[src/rtl/stack_ptr_pkg.sv]
package stack_ptr_pkg;

  typedef enum logic [2:0] {
    OP_NONE = 3'd0,
    OP_PUSH = 3'd1,
    OP_POP  = 3'd2,
    OP_CALL = 3'd3,
    OP_RET  = 3'd4,
    OP_RETI = 3'd5
  } stk_op_e;

  typedef enum logic [1:0] {
    ST_IDLE = 2'd0,
    ST_ONE  = 2'd1,
    ST_TWO  = 2'd2
  } stk_state_e;

  function automatic logic op_is_legal(input logic [2:0] code);
    return (code >= 3'd1) && (code <= 3'd5);
  endfunction

  function automatic logic op_is_double(input stk_op_e op);
    return (op == OP_CALL) || (op == OP_RET) || (op == OP_RETI);
  endfunction

endpackage

[src/rtl/stk_sequencer.sv]
module stk_sequencer
  import stack_ptr_pkg::*;
#(
  parameter int DATA_W = 8,
  parameter int PC_W   = 16
) (
  input  logic              clk,
  input  logic              rst_n,
  input  logic              cmd_valid,
  input  logic [2:0]        cmd_op,
  input  logic [DATA_W-1:0] cmd_byte,
  input  logic              cmd_to_sp,
  input  logic [PC_W-1:0]   cmd_ret_addr,
  output logic              busy,
  output logic              wr_req,
  output logic [DATA_W-1:0] wr_byte,
  output logic              rd_req,
  output logic              sp_dec,
  output logic              sp_load,
  output logic              deliver_pop,
  output logic              cap_hi,
  output logic              finish_ret,
  output logic              is_reti
);

  stk_state_e        state_q, state_d;
  stk_op_e           op_q;
  logic [DATA_W-1:0] byte_q;
  logic              to_sp_q;
  logic [PC_W-1:0]   ret_q;
  logic              start;

  assign start = (state_q == ST_IDLE) && cmd_valid && op_is_legal(cmd_op);
  assign busy  = (state_q != ST_IDLE);

  always_comb begin
    state_d = state_q;
    case (state_q)
      ST_IDLE: if (start) state_d = ST_ONE;
      ST_ONE:  state_d = op_is_double(op_q) ? ST_TWO : ST_IDLE;
      default: state_d = ST_IDLE;
    endcase
  end

  always_comb begin
    wr_req      = 1'b0;
    wr_byte     = byte_q;
    rd_req      = 1'b0;
    sp_dec      = 1'b0;
    sp_load     = 1'b0;
    deliver_pop = 1'b0;
    cap_hi      = 1'b0;
    finish_ret  = 1'b0;
    is_reti     = (op_q == OP_RETI);
    if (state_q == ST_ONE) begin
      case (op_q)
        OP_PUSH: wr_req = 1'b1;
        OP_POP: begin
          rd_req      = 1'b1;
          sp_load     = to_sp_q;
          sp_dec      = !to_sp_q;
          deliver_pop = !to_sp_q;
        end
        OP_CALL: begin
          wr_req  = 1'b1;
          wr_byte = ret_q[DATA_W-1:0];
        end
        OP_RET, OP_RETI: begin
          rd_req = 1'b1;
          sp_dec = 1'b1;
          cap_hi = 1'b1;
        end
        default: ;
      endcase
    end else if (state_q == ST_TWO) begin
      case (op_q)
        OP_CALL: begin
          wr_req  = 1'b1;
          wr_byte = ret_q[PC_W-1:DATA_W];
        end
        OP_RET, OP_RETI: begin
          rd_req     = 1'b1;
          sp_dec     = 1'b1;
          finish_ret = 1'b1;
        end
        default: ;
      endcase
    end
  end

  always_ff @(posedge clk or negedge rst_n) begin
    if (!rst_n) begin
      state_q <= ST_IDLE;
      op_q    <= OP_NONE;
      byte_q  <= '0;
      to_sp_q <= 1'b0;
      ret_q   <= '0;
    end else begin
      state_q <= state_d;
      if (start) begin
        op_q    <= stk_op_e'(cmd_op);
        byte_q  <= cmd_byte;
        to_sp_q <= cmd_to_sp;
        ret_q   <= cmd_ret_addr;
      end
    end
  end

  // a two-byte command keeps the sequencer busy for exactly two cycles
  assert_double_busy_R8: assert property (@(posedge clk) disable iff (!rst_n)
    (start && op_is_double(stk_op_e'(cmd_op))) |=> busy ##1 busy ##1 !busy);

  // a one-byte command keeps it busy for exactly one cycle
  assert_single_busy_R8: assert property (@(posedge clk) disable iff (!rst_n)
    (start && !op_is_double(stk_op_e'(cmd_op))) |=> busy ##1 !busy);

endmodule

[src/rtl/stk_pointer.sv]
module stk_pointer #(
  parameter int             AW       = 8,
  parameter logic [AW-1:0]  RESET_SP = 8'h07
) (
  input  logic          clk,
  input  logic          rst_n,
  input  logic          inc,
  input  logic          dec,
  input  logic          load,
  input  logic [AW-1:0] load_val,
  output logic [AW-1:0] sp
);

  localparam logic [AW-1:0] STEP = AW'(1);

  logic [AW-1:0] sp_q, sp_d;
  logic          sp_en;

  assign sp_en = inc || dec || load;

  always_comb begin
    sp_d = sp_q;
    if (load)     sp_d = load_val;
    else if (inc) sp_d = sp_q + STEP;
    else if (dec) sp_d = sp_q - STEP;
  end

  always_ff @(posedge clk or negedge rst_n) begin
    if (!rst_n)     sp_q <= RESET_SP;
    else if (sp_en) sp_q <= sp_d;
  end

  assign sp = sp_q;

  // the pointer holds still when no update is requested
  assert_hold_R9: assert property (@(posedge clk) disable iff (!rst_n)
    !sp_en |=> $stable(sp_q));

endmodule

[src/rtl/stk_ram_port.sv]
module stk_ram_port #(
  parameter int AW     = 8,
  parameter int DATA_W = 8
) (
  input  logic [AW-1:0]     sp,
  input  logic              wr_req,
  input  logic [DATA_W-1:0] wr_byte,
  output logic [AW-1:0]     ram_addr,
  output logic [DATA_W-1:0] ram_wdata,
  output logic              ram_we
);

  localparam logic [AW-1:0] STEP = AW'(1);

  always_comb begin
    ram_addr  = wr_req ? (sp + STEP) : sp;
    ram_wdata = wr_req ? wr_byte : '0;
    ram_we    = wr_req;
  end

endmodule

[src/rtl/stk_result.sv]
module stk_result #(
  parameter int DATA_W = 8,
  parameter int PC_W   = 16
) (
  input  logic              clk,
  input  logic              rst_n,
  input  logic [DATA_W-1:0] rd_byte,
  input  logic              deliver_pop,
  input  logic              cap_hi,
  input  logic              finish_ret,
  input  logic              is_reti,
  output logic              pop_valid,
  output logic [DATA_W-1:0] pop_data,
  output logic              pc_load,
  output logic [PC_W-1:0]   pc_value,
  output logic              reti_release
);

  localparam int HI_W = PC_W - DATA_W;

  logic [HI_W-1:0] hi_q;

  always_ff @(posedge clk or negedge rst_n) begin
    if (!rst_n) begin
      hi_q         <= '0;
      pop_valid    <= 1'b0;
      pop_data     <= '0;
      pc_load      <= 1'b0;
      pc_value     <= '0;
      reti_release <= 1'b0;
    end else begin
      pop_valid    <= deliver_pop;
      pc_load      <= finish_ret;
      reti_release <= finish_ret && is_reti;
      if (cap_hi)      hi_q     <= HI_W'(rd_byte);
      if (deliver_pop) pop_data <= rd_byte;
      if (finish_ret)  pc_value <= {hi_q, rd_byte};
    end
  end

  // the release pulse only accompanies a program counter load
  assert_release_with_load_R7: assert property (@(posedge clk) disable iff (!rst_n)
    reti_release |-> pc_load);

  // pop result and PC load never coincide
  assert_pop_not_ret_R3: assert property (@(posedge clk) disable iff (!rst_n)
    pop_valid |-> !pc_load);

endmodule

[src/rtl/stack_ptr_unit.sv]
module stack_ptr_unit
  import stack_ptr_pkg::*;
#(
  parameter int            DATA_W   = 8,
  parameter int            AW       = 8,
  parameter logic [AW-1:0] RESET_SP = 8'h07
) (
  input  logic                clk,
  input  logic                rst_n,
  input  logic                cmd_valid,
  input  logic [2:0]          cmd_op,
  input  logic [DATA_W-1:0]   cmd_byte,
  input  logic                cmd_to_sp,
  input  logic [2*DATA_W-1:0] cmd_ret_addr,
  output logic [AW-1:0]       ram_addr,
  output logic [DATA_W-1:0]   ram_wdata,
  output logic                ram_we,
  input  logic [DATA_W-1:0]   ram_rdata,
  output logic                busy,
  output logic [AW-1:0]       sp,
  output logic                pop_valid,
  output logic [DATA_W-1:0]   pop_data,
  output logic                pc_load,
  output logic [2*DATA_W-1:0] pc_value,
  output logic                reti_release
);

  localparam int PC_W = 2 * DATA_W;

  logic              wr_req, rd_req, sp_dec, sp_load;
  logic              deliver_pop, cap_hi, finish_ret, is_reti;
  logic [DATA_W-1:0] wr_byte;

  stk_sequencer #(.DATA_W(DATA_W), .PC_W(PC_W)) u_seq (
    .clk          (clk),
    .rst_n        (rst_n),
    .cmd_valid    (cmd_valid),
    .cmd_op       (cmd_op),
    .cmd_byte     (cmd_byte),
    .cmd_to_sp    (cmd_to_sp),
    .cmd_ret_addr (cmd_ret_addr),
    .busy         (busy),
    .wr_req       (wr_req),
    .wr_byte      (wr_byte),
    .rd_req       (rd_req),
    .sp_dec       (sp_dec),
    .sp_load      (sp_load),
    .deliver_pop  (deliver_pop),
    .cap_hi       (cap_hi),
    .finish_ret   (finish_ret),
    .is_reti      (is_reti)
  );

  stk_pointer #(.AW(AW), .RESET_SP(RESET_SP)) u_ptr (
    .clk      (clk),
    .rst_n    (rst_n),
    .inc      (wr_req),
    .dec      (sp_dec),
    .load     (sp_load),
    .load_val (AW'(ram_rdata)),
    .sp       (sp)
  );

  stk_ram_port #(.AW(AW), .DATA_W(DATA_W)) u_port (
    .sp        (sp),
    .wr_req    (wr_req),
    .wr_byte   (wr_byte),
    .ram_addr  (ram_addr),
    .ram_wdata (ram_wdata),
    .ram_we    (ram_we)
  );

  stk_result #(.DATA_W(DATA_W), .PC_W(PC_W)) u_res (
    .clk          (clk),
    .rst_n        (rst_n),
    .rd_byte      (ram_rdata),
    .deliver_pop  (deliver_pop),
    .cap_hi       (cap_hi),
    .finish_ret   (finish_ret),
    .is_reti      (is_reti),
    .pop_valid    (pop_valid),
    .pop_data     (pop_data),
    .pc_load      (pc_load),
    .pc_value     (pc_value),
    .reti_release (reti_release)
  );

  // every write lands at the address the pointer moves to
  assert_push_preinc_R2: assert property (@(posedge clk) disable iff (!rst_n)
    ram_we |=> (sp == $past(ram_addr)));

  // a decrementing read leaves the pointer one below the address read
  assert_pop_postdec_R3: assert property (@(posedge clk) disable iff (!rst_n)
    (rd_req && !sp_load) |=> (sp == $past(ram_addr) - AW'(1)));

  // a pop into the pointer leaves the byte read in the pointer
  assert_pop_to_sp_R4: assert property (@(posedge clk) disable iff (!rst_n)
    sp_load |=> (sp == AW'($past(ram_rdata))) && !pop_valid);

  // a PC load follows a busy cycle
  assert_pc_after_busy_R6: assert property (@(posedge clk) disable iff (!rst_n)
    pc_load |-> $past(busy));

  // no RAM write while idle
  assert_idle_quiet_R8: assert property (@(posedge clk) disable iff (!rst_n)
    !busy |-> !ram_we);

endmodule

[config.mk]
export PLATFORM = sky130hd
export DESIGN_NAME = stack_ptr_unit
export DESIGN_NICKNAME = d
export VERILOG_FILES = /design/src/rtl/stack_ptr_pkg.sv /design/src/rtl/stk_sequencer.sv /design/src/rtl/stk_pointer.sv /design/src/rtl/stk_ram_port.sv /design/src/rtl/stk_result.sv /design/src/rtl/stack_ptr_unit.sv
export SDC_FILE = /design/constraint.sdc
export NUM_CORES = 1
export LEC_CHECK = 0
export BUFFER_PORTS_ARGS = -buffer_cell sky130_fd_sc_hd__buf_2
export CORE_ASPECT_RATIO = 1.1
export CORE_MARGIN = 2
export CORE_UTILIZATION = 55
export DETAILED_ROUTE_END_ITERATION = 10
export PLACE_DENSITY = 0.83
export SLEW_MARGIN = 10
export SYNTH_ARGS = -nofsm -noshare
export SYNTH_HDL_FRONTEND = slang
export SYNTH_SLANG_ARGS = --single-unit
[constraint.sdc]
create_clock -name clk -period 5.1 [get_ports clk]
set_clock_uncertainty 0.15 [all_clocks]
set_input_delay 0.51 -clock clk [delete_from_list [all_inputs] [get_ports clk]]
set_output_delay 0.51 -clock clk [all_outputs]
set_load 0.005 [all_outputs]
Word level (Yosys, flattened, before mapping)
Index checks and enable logic that the tools add are counted.
W data, S select, Z words.
{"block": "word_totals", "register_bits": 73}
{"block": "classes", "add_sub_neg": 2, "magnitude_cmp": 2, "eq_ne": 8, "n_mux": 26, "reduce_logical": 15}
{"op": "$mux W8", "count": 9}
{"op": "$mux W1", "count": 13}
{"op": "$add A8 B1 Y8 const B", "count": 1}
{"op": "$sub A8 B1 Y8 const B", "count": 1}
{"op": "$eq A3 B2 Y1 const B", "count": 2}
{"op": "$eq A3 B3 Y1 const B", "count": 2}
{"op": "$logic_and A1 B1 Y1", "count": 4}
{"op": "$logic_or A1 B1 Y1", "count": 4}
{"op": "$mux W2", "count": 2}
{"op": "$pmux W2 S2", "count": 1}
{"op": "$reduce_or A2 Y1", "count": 2}
{"op": "$eq A3 B1 Y1 const B", "count": 1}
{"op": "$ge A3 B1 Y1 const B", "count": 1}
{"op": "$le A3 B3 Y1 const B", "count": 1}
{"op": "$reduce_bool A3 Y1", "count": 1}
{"op": "$eq A2 B1 Y1 const B", "count": 1}
{"op": "$eq A2 B2 Y1 const B", "count": 1}
{"op": "$logic_not A2 Y1", "count": 1}
{"op": "$ne A2 B1 Y1 const B", "count": 1}
{"op": "$pmux W1 S2", "count": 1}
{"op": "$reduce_and A2 Y1", "count": 1}
{"op": "$reduce_bool A2 Y1", "count": 1}
{"op": "$logic_not A1 Y1", "count": 1}

Longest topological paths before layout
Gate-level depths: netlist (run 1).
{"block": "logic_depth", "depth_word": 8, "depth_mapped": 9, "mapped_depth_nobuf": 6}

Hierarchy
Synthesis (run 1) repeated with hierarchy kept, for this count alone.
{"block": "unflattened", "hier_cells": 305, "hier_area_um2": 3763.6}
{"mod": "stk_sequencer", "instances": 1, "cells_per_inst": 129, "area_per_inst_um2": 1560.2}
{"mod": "stk_result", "instances": 1, "cells_per_inst": 72, "area_per_inst_um2": 1318.8}
{"mod": "stk_pointer", "instances": 1, "cells_per_inst": 76, "area_per_inst_um2": 680.7}
{"mod": "stk_ram_port", "instances": 1, "cells_per_inst": 28, "area_per_inst_um2": 203.9}

Least setup slack after synthesis (run 1)
Ideal clock, no wire load.
{"block": "synth_path", "kind": "flip-flop to output port", "start": "reg u_seq.state_q[1]", "end": "out ram_wdata[0]", "arrival_time_ps": 1638, "required_time_ps": 4440, "slack_ps": 2802, "stages_incl_launch_ff": 10, "path_buffers": 4, "cell_sequence": "dfrtp_1 buf_6 nand2b_4 buf_6 a21o_1 buf_2 inv_1 buf_2 o221ai_1 a21oi_1"}
{"block": "synth_via", "elab_chain_len": 4, "word_cells_on_any_way": 7, "classes_between": "2 x eq/ne; 5 x mux"}
{"element": "from (decl)", "line": "stk_sequencer.sv:26", "text": "stk_state_e state_q, state_d;"}
{"element": "from (signal assigned)", "line": "stk_sequencer.sv:99", "text": "state_q <= state_d;"}
{"element": "$eq A2 B2 Y1", "line": "stk_sequencer.sv:75", "text": "end else if (state_q == ST_TWO) begin"}
{"element": "$mux W1", "line": "stk_sequencer.sv:75"}
{"element": "$mux W1 (*)", "line": "stk_sequencer.sv:55", "text": "if (state_q == ST_ONE) begin"}
{"element": "net ram_we", "line": "stack_ptr_unit.sv:17", "text": "output logic ram_we,"}
{"element": "$mux W8 (*)", "line": "stk_ram_port.sv:17", "text": "ram_wdata = wr_req ? wr_byte : '0;"}
{"element": "to (decl)", "line": "stack_ptr_unit.sv:16", "text": "output logic [DATA_W-1:0] ram_wdata,"}
The timed path passes the listed nets; every way through them passes the cells marked *.

Worst setup path after layout (run 1)
{"block": "layout_path", "start": "reg u_seq.state_q[0]", "end": "out ram_wdata[3]"}
{"block": "layout_via", "elab_chain_len": 4, "word_cells_on_any_way": 7, "classes_between": "2 x eq/ne; 5 x mux"}
{"element": "$eq A2 B2 Y1", "line": "stk_sequencer.sv:75"}
{"element": "$mux W8 or $mux W1 (tied branches)", "line": "stk_sequencer.sv:75"}
{"element": "$mux W8 or $mux W1 (tied branches)", "line": "stk_sequencer.sv:55"}
{"element": "$mux W8 (*)", "line": "stk_ram_port.sv:17"}
Mark *: on every way between the ends. The rest lies on a longest branch, timed or not.

==> results of run 1 <==
==> cell families (layout without fill, tap and decap cells) <==
family,Yosys count,in the layout
AO/OA/AOI/OAI,59,59
flip-flops,73,73
multiplexers,60,60
adder cells (fa/ha/maj),3,3
buffers and inverters,26,118
AND/OR/NAND/NOR,60,60
XOR/XNOR,7,7
==> sequential cells by signal, summed over array words and instances, names as in the netlist <==
signal	count
u_res.pop_data	8
u_res.reti_release	1
u_res.pop_valid	1
u_seq.to_sp_q	1
u_seq.byte_q	8
u_seq.ret_q	16
u_res.pc_load	1
u_res.hi_q	8
u_ptr.sp	8
u_res.pc_value	16
u_seq.state_q	2
u_seq.op_q	3
==> worst paths after layout <==
check                                endpoint  slack [ps]  cells after the start
max                              ram_wdata[3]        1840                      6
min                        u_res.pc_value[10]         130                      1
max reg2reg                       u_ptr.sp[2]        2570                      6
min reg2reg                u_res.pc_value[14]         350                      1
max in group asynchronous       u_seq.op_q[1]        4070                      1
min in group clk              u_seq.ret_q[10]         240                      2
==> power by group <==
part / switching, mW / internal (mW) / total, mW / leakage (nW)
clock: 0.216 / 0.239 / 0.455 / 0.0993
sequential: 0.170 / 0.794 / 0.965 / 0.900
combinational: 0.288 / 0.354 / 0.642 / 0.977
==> cell usage after synthesis (all sizes together) (3+ instances only) <==
| cell type | n | area share |
|---|---|---|
| o221ai | 7 | 0.018 |
| dfstp | 3 | 0.023 |
| ha | 3 | 0.011 |
| nand2 | 13 | 0.014 |
| o22ai | 8 | 0.014 |
| a211o | 3 | 0.0075 |
| mux2 | 59 | 0.19 |
| nand2b | 6 | 0.013 |
| buf | 12 | 0.022 |
| nand3 | 4 | 0.0057 |
| inv | 9 | 0.0097 |
| o21ai | 6 | 0.0086 |
| a21oi | 15 | 0.022 |
| nor2 | 18 | 0.019 |
| clkbuf | 5 | 0.0054 |
| dfrtp | 70 | 0.50 |
| xnor2 | 6 | 0.015 |
| nor3 | 4 | 0.0057 |
==> critical path, delay by kind of cell, from the launching register on <==
kind / cells / cell delay [ps]
compound gates: 3 / 770
simple gates: 1 / 330
flops: 1 / 550
buf+inv: 2 / 580
==> metrics by stage <==
step	util	power, mW	instances	cell area, sq um
floorplan	-	1.35	288	3480
global placement	0.643	1.58	444	3960
detailed placement	0.643	1.62	444	3960
CTS	0.675	2.07	460	4160
global route	0.675	2.19	460	4160
finish	0.675	2.06	460	4160
==> routing by layer <==
layer	vias up	part of all wire	track usage
met3	14	0.051	0.0643
met5	-	0	0
met2	74	0.50	0.390
met4	0	0.017	0.0940
li1	1218	-	-
met1	1288	0.43	0.313
==> layout make-up <==
class	count	area [sq um]
clock buffers	11	141
clock inverters	5	56.3
fillers	484	2000
inverters	9	33.8
multi-input cells	189	1520
flip-flops and latches	73	1830
well taps	80	100
repair buffers	93	473
==> impl_metrics.json, run 1 <==
{
  "ys_seq_area_frac": 0.526,
  "ir_drop_mv": 0.286,
  "worst_slack_ps": 1840,
  "die_h_um": 87.5,
  "hold_buffers": 0,
  "worstPathCellList": "nand3b_1, a21o_1, inv_1, o221ai_1, a21oi_1, buf_2",
  "grt_usage": 0.241,
  "drive_gt1_frac": 0.471,
  "ios": 92,
  "max_stage_delay_ps": 550,
  "drc": 0,
  "synth_xor_area_frac": 0.0176,
  "synth_compound_area_frac": 0.123,
  "crit_arrival_ps": 2600,
  "netlist_area_sq_um": 3480,
  "cts_setup_buffers": 0,
  "synth_fa_ha_area_frac": 0.0108,
  "routed_via_density": 5.64,
  "die_x_um": 79.9,
  "clock-sinks": 73,
  "drt-total-wl_mm": 7.80,
  "drv_cap": 0,
  "drt-initial-drc-count": 179,
  "die_area_sq_um": 6980,
  "fin_crit_ps": 3260,
  "ys.flop_type": "dfrtp_1",
  "ctsResizeCount": 0,
  "postRouteAntennaNets": 0,
  "cts_made_buffers": 9,
  "first_pass_iters": 4,
  "synth-simple-area-share": 0.0923,
  "path_clk_slew_ps": 70,
  "setup_viol": 0,
  "max-slew-margin-rel": 0.280,
  "antenna_cells": 0,
  "rsz0062_at_grt": "no",
  "tightestPinTransition_ps": 1080,
  "fin_crit_sh": 0.639,
  "hp-class": "primary input to asynchronous set/reset pin",
  "fin_tns_setup_ps": 0,
  "syn2layout_area_growth_pct": 19.4,
  "vias": 2594,
  "wl_per_cell_um": 17.0,
  "ys_types": 50,
  "final_nets": 417,
  "grt_pass1_wl_mm": 12.8,
  "cp_slowest_cell": "dfrtp_1",
  "muxShareOfSynthArea": 0.194,
  "syn_inst": 288,
  "start_kind": "register",
  "placementRows": 30,
  "numPortBuffers": 91,
  "synth_top_family_by_area": "multiplexers",
  "dp_slack_ps": 2260,
  "cp.required_ps": 4440,
  "gp_congestion": 0.852,
  "antenna_found_initial": 0,
  "cts_tree": "done",
  "clock_latency_ps": 350,
  "worstSetupStartpoint": "u_seq.state_q[0]",
  "final_cell_mix": "buf_2, dfrtp_1, mux2_2",
  "core_sq_um": 6160,
  "cp-end-kind": "output port",
  "clockBufferDepth": 2,
  "async_flop_share": 1.00,
  "avgSynthCellArea_sq_um": 12.1,
  "cts_root_buffer": "clkbuf_8",
  "max_freq_mhz": 307,
  "slew_violations": 0,
  "grt_pass1_vias": 2598,
  "powerDensity_nw_per_um2": 496,
  "yosys_warnings": 0,
  "synth-edff-count": 0,
  "critPathKind": "register to output port",
  "cp_max_fo": 15,
  "synth-seq-cells": 73,
  "gr-total-overflow": 0,
  "r2r_start": "u_seq.state_q[0]",
  "hold_viol": 0,
  "grt_max_degree": 74,
  "layout_commonest_cell": "buf_2",
  "start_util": 0.566,
  "place_hpwl_mm": 5.46,
  "synth_nets": 330,
  "htreeDepth": 3,
  "leakage_nw": 1.98,
  "whs_ps": 132,
  "outcome": "complete, no violations"
}
Note: power is estimated with default switching activity, not from simulation.
==> run 2: changes to the inputs <==
ABC_AREA = 1   (was unset)
CORE_UTILIZATION = 48   (was 55)
PLACE_DENSITY = 0.76   (was 0.83)
clock period = 2.8 ns   (was 5.1 ns; I/O delays follow)
==> run 2 against run 1 <==
Against the previous run: sequential share of layout area decreased by 4.4 points; design area increased by 11%; combinational power increased by 120%; flip-flop and latch count unchanged; via count increased by 33%; power increased by 100%; hold slack got worse by 130 ps; wire length increased by 16%; largest power group unchanged; highest routed layer unchanged.
==> impl_metrics.json, run 2 <==
{
  "seqPwrFrac": 0.418,
  "grt_pass1_vias": 3148,
  "p_comb_frac": 0.337,
  "grt_pass1_wl_mm": 14.6,
  "dp_slack_ps": 788,
  "vias": 3452,
  "outcome": "complete, no violations",
  "endpoint": "ram_wdata[4]",
  "cp-end-kind": "output port",
  "ys_types": 24,
  "drt-total-wl_mm": 9.08,
  "tightestPinTransition_ps": 752,
  "path_clk_slew_ps": 80,
  "start_kind": "register",
  "fin_crit_ps": 2390,
  "worstSetupStartpoint": "u_seq.op_q[2]",
  "met1_usage": 0.302,
  "worst_slack_ps": 409,
  "hold_viol": 0,
  "die_h_um": 95.6,
  "synth_nets": 513,
  "max_freq_mhz": 418,
  "hold_buffers": 23,
  "r2r_slack_ps": 840,
  "cts_made_buffers": 9,
  "drt-initial-drc-count": 274,
  "synth_compound_area_frac": 0.111,
  "wl_per_cell_um": 13.4,
  "gp_congestion": 0.838,
  "rsz0062_at_grt": "no",
  "synth-simple-area-share": 0.306,
  "ys.flop_type": "dfrtp_1",
  "htreeDepth": 3,
  "die_area_sq_um": 8340,
  "clkPwrFrac": 0.245,
  "cts_setup_buffers": 0,
  "layout_commonest_cell": "nand2_1",
  "final_nets": 626,
  "powerDensity_nw_per_um2": 903,
  "grtUsageMet2": 0.361,
  "syn2layout_area_growth_pct": 26.3,
  "clockBufferDepth": 2,
  "muxShareOfSynthArea": 0,
  "slew_violations": 0,
  "grt_max_degree": 31,
  "max-slew-margin-rel": 0.496,
  "die_x_um": 87.3,
  "first_pass_iters": 5,
  "ios": 92,
  "final_cells": 676,
  "ys_seq_area_frac": 0.500,
  "crit_arrival_ps": 1960,
  "grt.busiest_layer": "met2",
  "leakage_nw": 2.55,
  "timing.rr.end": "u_ptr.sp[2]",
  "async_flop_share": 1.00,
  "postRouteAntennaNets": 0,
  "place_hpwl_mm": 6.17,
  "core_sq_um": 7430,
  "synth_common_cells": "nand2_1, dfrtp_1, nor2_1",
  "avgSynthCellArea_sq_um": 7.77,
  "r2r_start": "u_seq.state_q[0]",
  "cp.required_ps": 2370,
  "drive_gt1_frac": 0.238,
  "gr-total-overflow": 0,
  "power.net_switching_mw": 1.52,
  "final_cell_mix": "nand2_1, buf_2, dfrtp_1",
  "fin_crit_sh": 0.854,
  "cp_common_cell": "nor2_1",
  "clock-sinks": 73,
  "p_sw_frac": 0.363,
  "ctsResizeCount": 0,
  "start_util": 0.493,
  "yosys_warnings": 0,
  "antenna_found_initial": 0,
  "netlist_area_sq_um": 3660,
  "yosys.area.top_type_share": 0.478,
  "cts_root_buffer": "clkbuf_8",
  "crit_cells": 8,
  "synth-seq-cells": 73,
  "worstPathCellList": "inv_2, nand3_2, nor2_4, nor2_1, nor2_1, o21ai_0, a21oi_1, buf_2",
  "fin_tns_setup_ps": 0,
  "netlist.top_cell.by_area": "dfrtp_1",
  "path_buf_inv": 2,
  "grt_util_met3": 0.0407,
  "synth_fa_ha_area_frac": 0.0103,
  "synth_xor_area_frac": 0.00718,
  "top_regs": "u_res.pc_value (16), u_seq.ret_q (16)",
  "clock_latency_ps": 350,
  "dp_cells": 637,
  "drc": 0,
  "antenna_cells": 0,
  "synth-edff-count": 0,
  "ir_drop_mv": 0.331,
  "critPathKind": "register to output port",
  "p_int_mw": 2.66,
  "setup_viol": 0,
  "placementRows": 33,
  "drv_cap": 0,
  "r2r_cells": 9,
  "routed_via_density": 5.11,
  "synth_top_family_by_area": "simple AND/OR/NAND/NOR gates",
  "hp-class": "primary input to register",
  "synth_most_common_cell": "nand2_1",
  "grt_usage": 0.224,
  "yosys-top-cells-area": "dfrtp_1, nand2_1, o21ai_0, nor2_1, nand3_1",
  "cp_max_fo": 9,
  "numPortBuffers": 91,
  "syn_inst": 471,
  "cp_slowest_cell": "dfrtp_1",
  "cts_tree": "done",
  "path_delay_family": "simple AND/OR/NAND/NOR gates",
  "max_stage_delay_ps": 440
}
==> run 2: worst min path at each step <==
stage / startpoint / end / cells past startpoint
after global routing: cmd_byte[1] / u_seq.byte_q[1] / 3
after detailed placement: rst_n / u_seq.byte_q[3] / 1
final: cmd_byte[1] / u_seq.byte_q[1] / 3
after CTS: cmd_byte[4] / u_seq.byte_q[4] / 3
after floorplan: rst_n / u_ptr.sp[3] / 0
after global placement: rst_n / u_seq.byte_q[2] / 1
==> run 2: stage by stage <==
stage | total power [mW] | hold WS, ps | utilization | area (sq um)
floorplan | 2.61 | -166 | - | 3660
global placement | 3.09 | 206 | 0.558 | 4150
detailed placement | 3.15 | 214 | 0.558 | 4150
CTS | 4.19 | 0.0706 | 0.622 | 4620
global route | 4.50 | 14.5 | 0.622 | 4620
finish | 4.18 | 3.62 | 0.622 | 4620
==> run 2: tightest hold or removal path: cells and delay by family <==
kind	cells	cell delay, ps
and+or+nand+nor	2	110
buffers and inverters	1	70
==> run 2: cell type report <==
type | count | area (sq um)
Tap cell | 87 | 109
Timing Repair Buffer | 117 | 708
Clock buffer | 9 | 124
Fill cell | 646 | 2810
Clock inverter | 7 | 124
Multi-Input combinational cell | 346 | 1590
Inverter | 37 | 139
Sequential cell | 73 | 1830
==> run 2: cell families after synthesis <==
logic type / count (synthesis)
simple gates: 269
flops: 73
compound gates: 71
buf+inv: 52
xor+xnor: 3
fa+ha+maj: 3
==> run 2: layer usage <==
layer / vias to the layer above / wire length [um]
met4: 0 / 202
li1: 1710 / -
met2: 120 / 4250
met1: 1602 / 4130
met3: 20 / 489
met5: - / 0
==> run 2: power groups by stage <==
stage	Sequential, mW	Clock (mW)	Combinational (mW)
final	1.75	1.02	1.41
after global routing	1.80	1.07	1.63
after CTS	1.74	1.03	1.42
after detailed placement	1.75	0	1.39
after global placement	1.75	0	1.34
after floorplan	1.71	0	0.904
==> run 3: changes to the inputs <==
CORE_ASPECT_RATIO = 0.75   (was 1.1)
==> run 3 against run 2 <==
Against the previous run: combinational power is essentially flat; wire length grew 1.1%; fmax shrank 1.2%; count of clock-buffer cells in the layout did not move; via count barely moved; non-clock buffer count is 2 higher; critical path type unchanged; largest power group unchanged; highest routed layer unchanged.
==> impl_metrics.json, run 3 (synthesis gave the netlist of run 2 again) <==
{
  "fin_crit_sh": 0.864,
  "ctsResizeCount": 0,
  "setup_viol": 0,
  "die_x_um": 105,
  "antenna_cells": 0,
  "grt.busiest_layer": "met2",
  "multi_input_area_sq_um": 1590,
  "path_clk_slew_ps": 90,
  "grt_pass1_vias": 3234,
  "gp_congestion": 0.885,
  "postRouteAntennaNets": 0,
  "hold_start": "cmd_to_sp",
  "ir_drop_mv": 0.582,
  "r2r_slack_ps": 860,
  "cts_root_buffer": "clkbuf_8",
  "whs_ps": 22.7,
  "worst_slack_ps": 379,
  "p_int_mw": 2.40,
  "rsz0062_at_grt": "no",
  "cts_tree": "done",
  "outcome": "complete, no violations",
  "crit_arrival_ps": 1990,
  "vias": 3449,
  "layout_commonest_cell": "nand2_1",
  "die_area_sq_um": 8350,
  "grt_usage": 0.234,
  "first_pass_iters": 5,
  "slew_violations": 0,
  "cp.required_ps": 2370,
  "hold_buffers": 25,
  "clock_latency_ps": 340,
  "max_freq_mhz": 413,
  "die_h_um": 79.6,
  "start_kind": "register",
  "drive_gt1_frac": 0.237,
  "drv_cap": 0,
  "grt_max_degree": 31,
  "cp_common_cell": "nor2_1",
  "power.net_switching_mw": 1.58,
  "grtUsageMet2": 0.356,
  "critPathKind": "register to output port",
  "hp-class": "primary input to register",
  "place_hpwl_mm": 6.45,
  "powerDensity_nw_per_um2": 864,
  "gr-total-overflow": 0,
  "htreeDepth": 3,
  "p_comb_frac": 0.360,
  "r2r_start": "u_seq.op_q[2]",
  "path_delay_family": "simple AND/OR/NAND/NOR gates",
  "timing.rr.end": "u_ptr.sp[1]",
  "leakage_nw": 2.53,
  "core_sq_um": 7360,
  "final_cell_mix": "nand2_1, buf_2, dfrtp_1",
  "wl_per_cell_um": 13.3,
  "r2r_cells": 8,
  "clkPwrFrac": 0.197,
  "fin_crit_ps": 2420,
  "cts_made_buffers": 9,
  "drt-total-wl_mm": 9.17,
  "grt_util_met3": 0.0433,
  "final_nets": 628,
  "placementRows": 27,
  "cp-end-kind": "output port",
  "max-slew-margin-rel": 0.538,
  "grt_pass1_wl_mm": 15.6,
  "path_buf_inv": 2,
  "tightestPinTransition_ps": 689,
  "p_sw_frac": 0.396,
  "start_util": 0.497,
  "worstPathCellList": "inv_2, nand3_2, nor2_4, nor2_1, nor2_1, o21ai_0, a21oi_1, buf_2",
  "cp_max_fo": 9,
  "ios": 92,
  "fillers": 681,
  "antenna_found_initial": 0,
  "min_delay_path_depth": 3,
  "drt-initial-drc-count": 249,
  "routed_via_density": 4.98,
  "regArea_sq_um": 1830,
  "hold_viol": 0,
  "cp_slowest_cell": "dfrtp_1",
  "max_stage_delay_ps": 460,
  "cts_setup_buffers": 0,
  "seqPwrFrac": 0.443,
  "fin_tns_setup_ps": 0,
  "dp_slack_ps": 807,
  "numPortBuffers": 91,
  "met1_usage": 0.341,
  "top_regs": "u_res.pc_value (16), u_seq.ret_q (16)",
  "min_to": "u_seq.to_sp_q",
  "clock-sinks": 73,
  "syn2layout_area_growth_pct": 25.6,
  "drc": 0,
  "clockBufferDepth": 2
}
## run 3: cell types whose count changed in the layout (fill, tap and decap cells not counted), sizes merged
cell / delta
bufinv: -3
clkinvlp: +2
dlygate4sd3: +2
inv: +1
## run 3: cell type report
cell class / instances / share of cell area
clock buffers: 9 / 0.0269
clock inverters: 7 / 0.0136
inverters: 37 / 0.0302
multi-input cells: 346 / 0.345
flip-flops and latches: 73 / 0.398
well taps: 101 / 0.0275
repair buffers: 119 / 0.158
## run 3: worst reg2reg max path, cell delays in order (launching register included)
cell and delay, ps:
dfrtp_1 460, inv_2 110, nor2_2 60, nand2_2 360, nand3_2 190, nor2_4 270
inv_1 120, nand3_1 100, nand2_1 50
## run 3: per-layer routing
| metal | part of all wire | vias to the layer above |
|---|---|---|
| met4 | 0.016 | 0 |
| met3 | 0.063 | 16 |
| met2 | 0.44 | 128 |
| met5 | 0 | - |
| li1 | - | 1717 |
| met1 | 0.48 | 1588 |
## run 3: worst max path at each step
stage / startpoint / end / slack [ps] / depth (start not counted)
final: u_seq.op_q[2] / ram_wdata[3] / 380 / 8
after global routing: u_seq.op_q[2] / ram_wdata[5] / 240 / 8
after CTS: u_seq.op_q[2] / ram_wdata[5] / 410 / 8
after detailed placement: u_seq.op_q[2] / ram_wdata[5] / 810 / 8
after global placement: u_seq.op_q[2] / ram_wdata[7] / 880 / 8
after floorplan: u_seq.op_q[2] / ram_wdata[0] / 1150 / 7
## run 3: stage by stage
| step | instance area (sq um) | util | power [mW] | cells |
|---|---|---|---|---|
| after detailed placement | 4160 | 0.565 | 3.17 | 651 |
| after global placement | 4160 | 0.565 | 3.10 | 651 |
| after floorplan | 3660 | - | 2.61 | 471 |
| after global routing | 4600 | 0.625 | 4.31 | 692 |
| final | 4600 | 0.625 | 3.98 | 692 |
| after CTS | 4600 | 0.625 | 4.00 | 692 |
## run 3: power groups by stage
stage               clock, mW  sequential (mW)  combinational (mW)
floorplan                   0             1.71               0.904
global placement            0             1.76                1.35
detailed placement          0             1.77                1.41
CTS                     0.812             1.75                1.44
global route            0.852             1.81                1.65
finish                  0.784             1.76                1.43
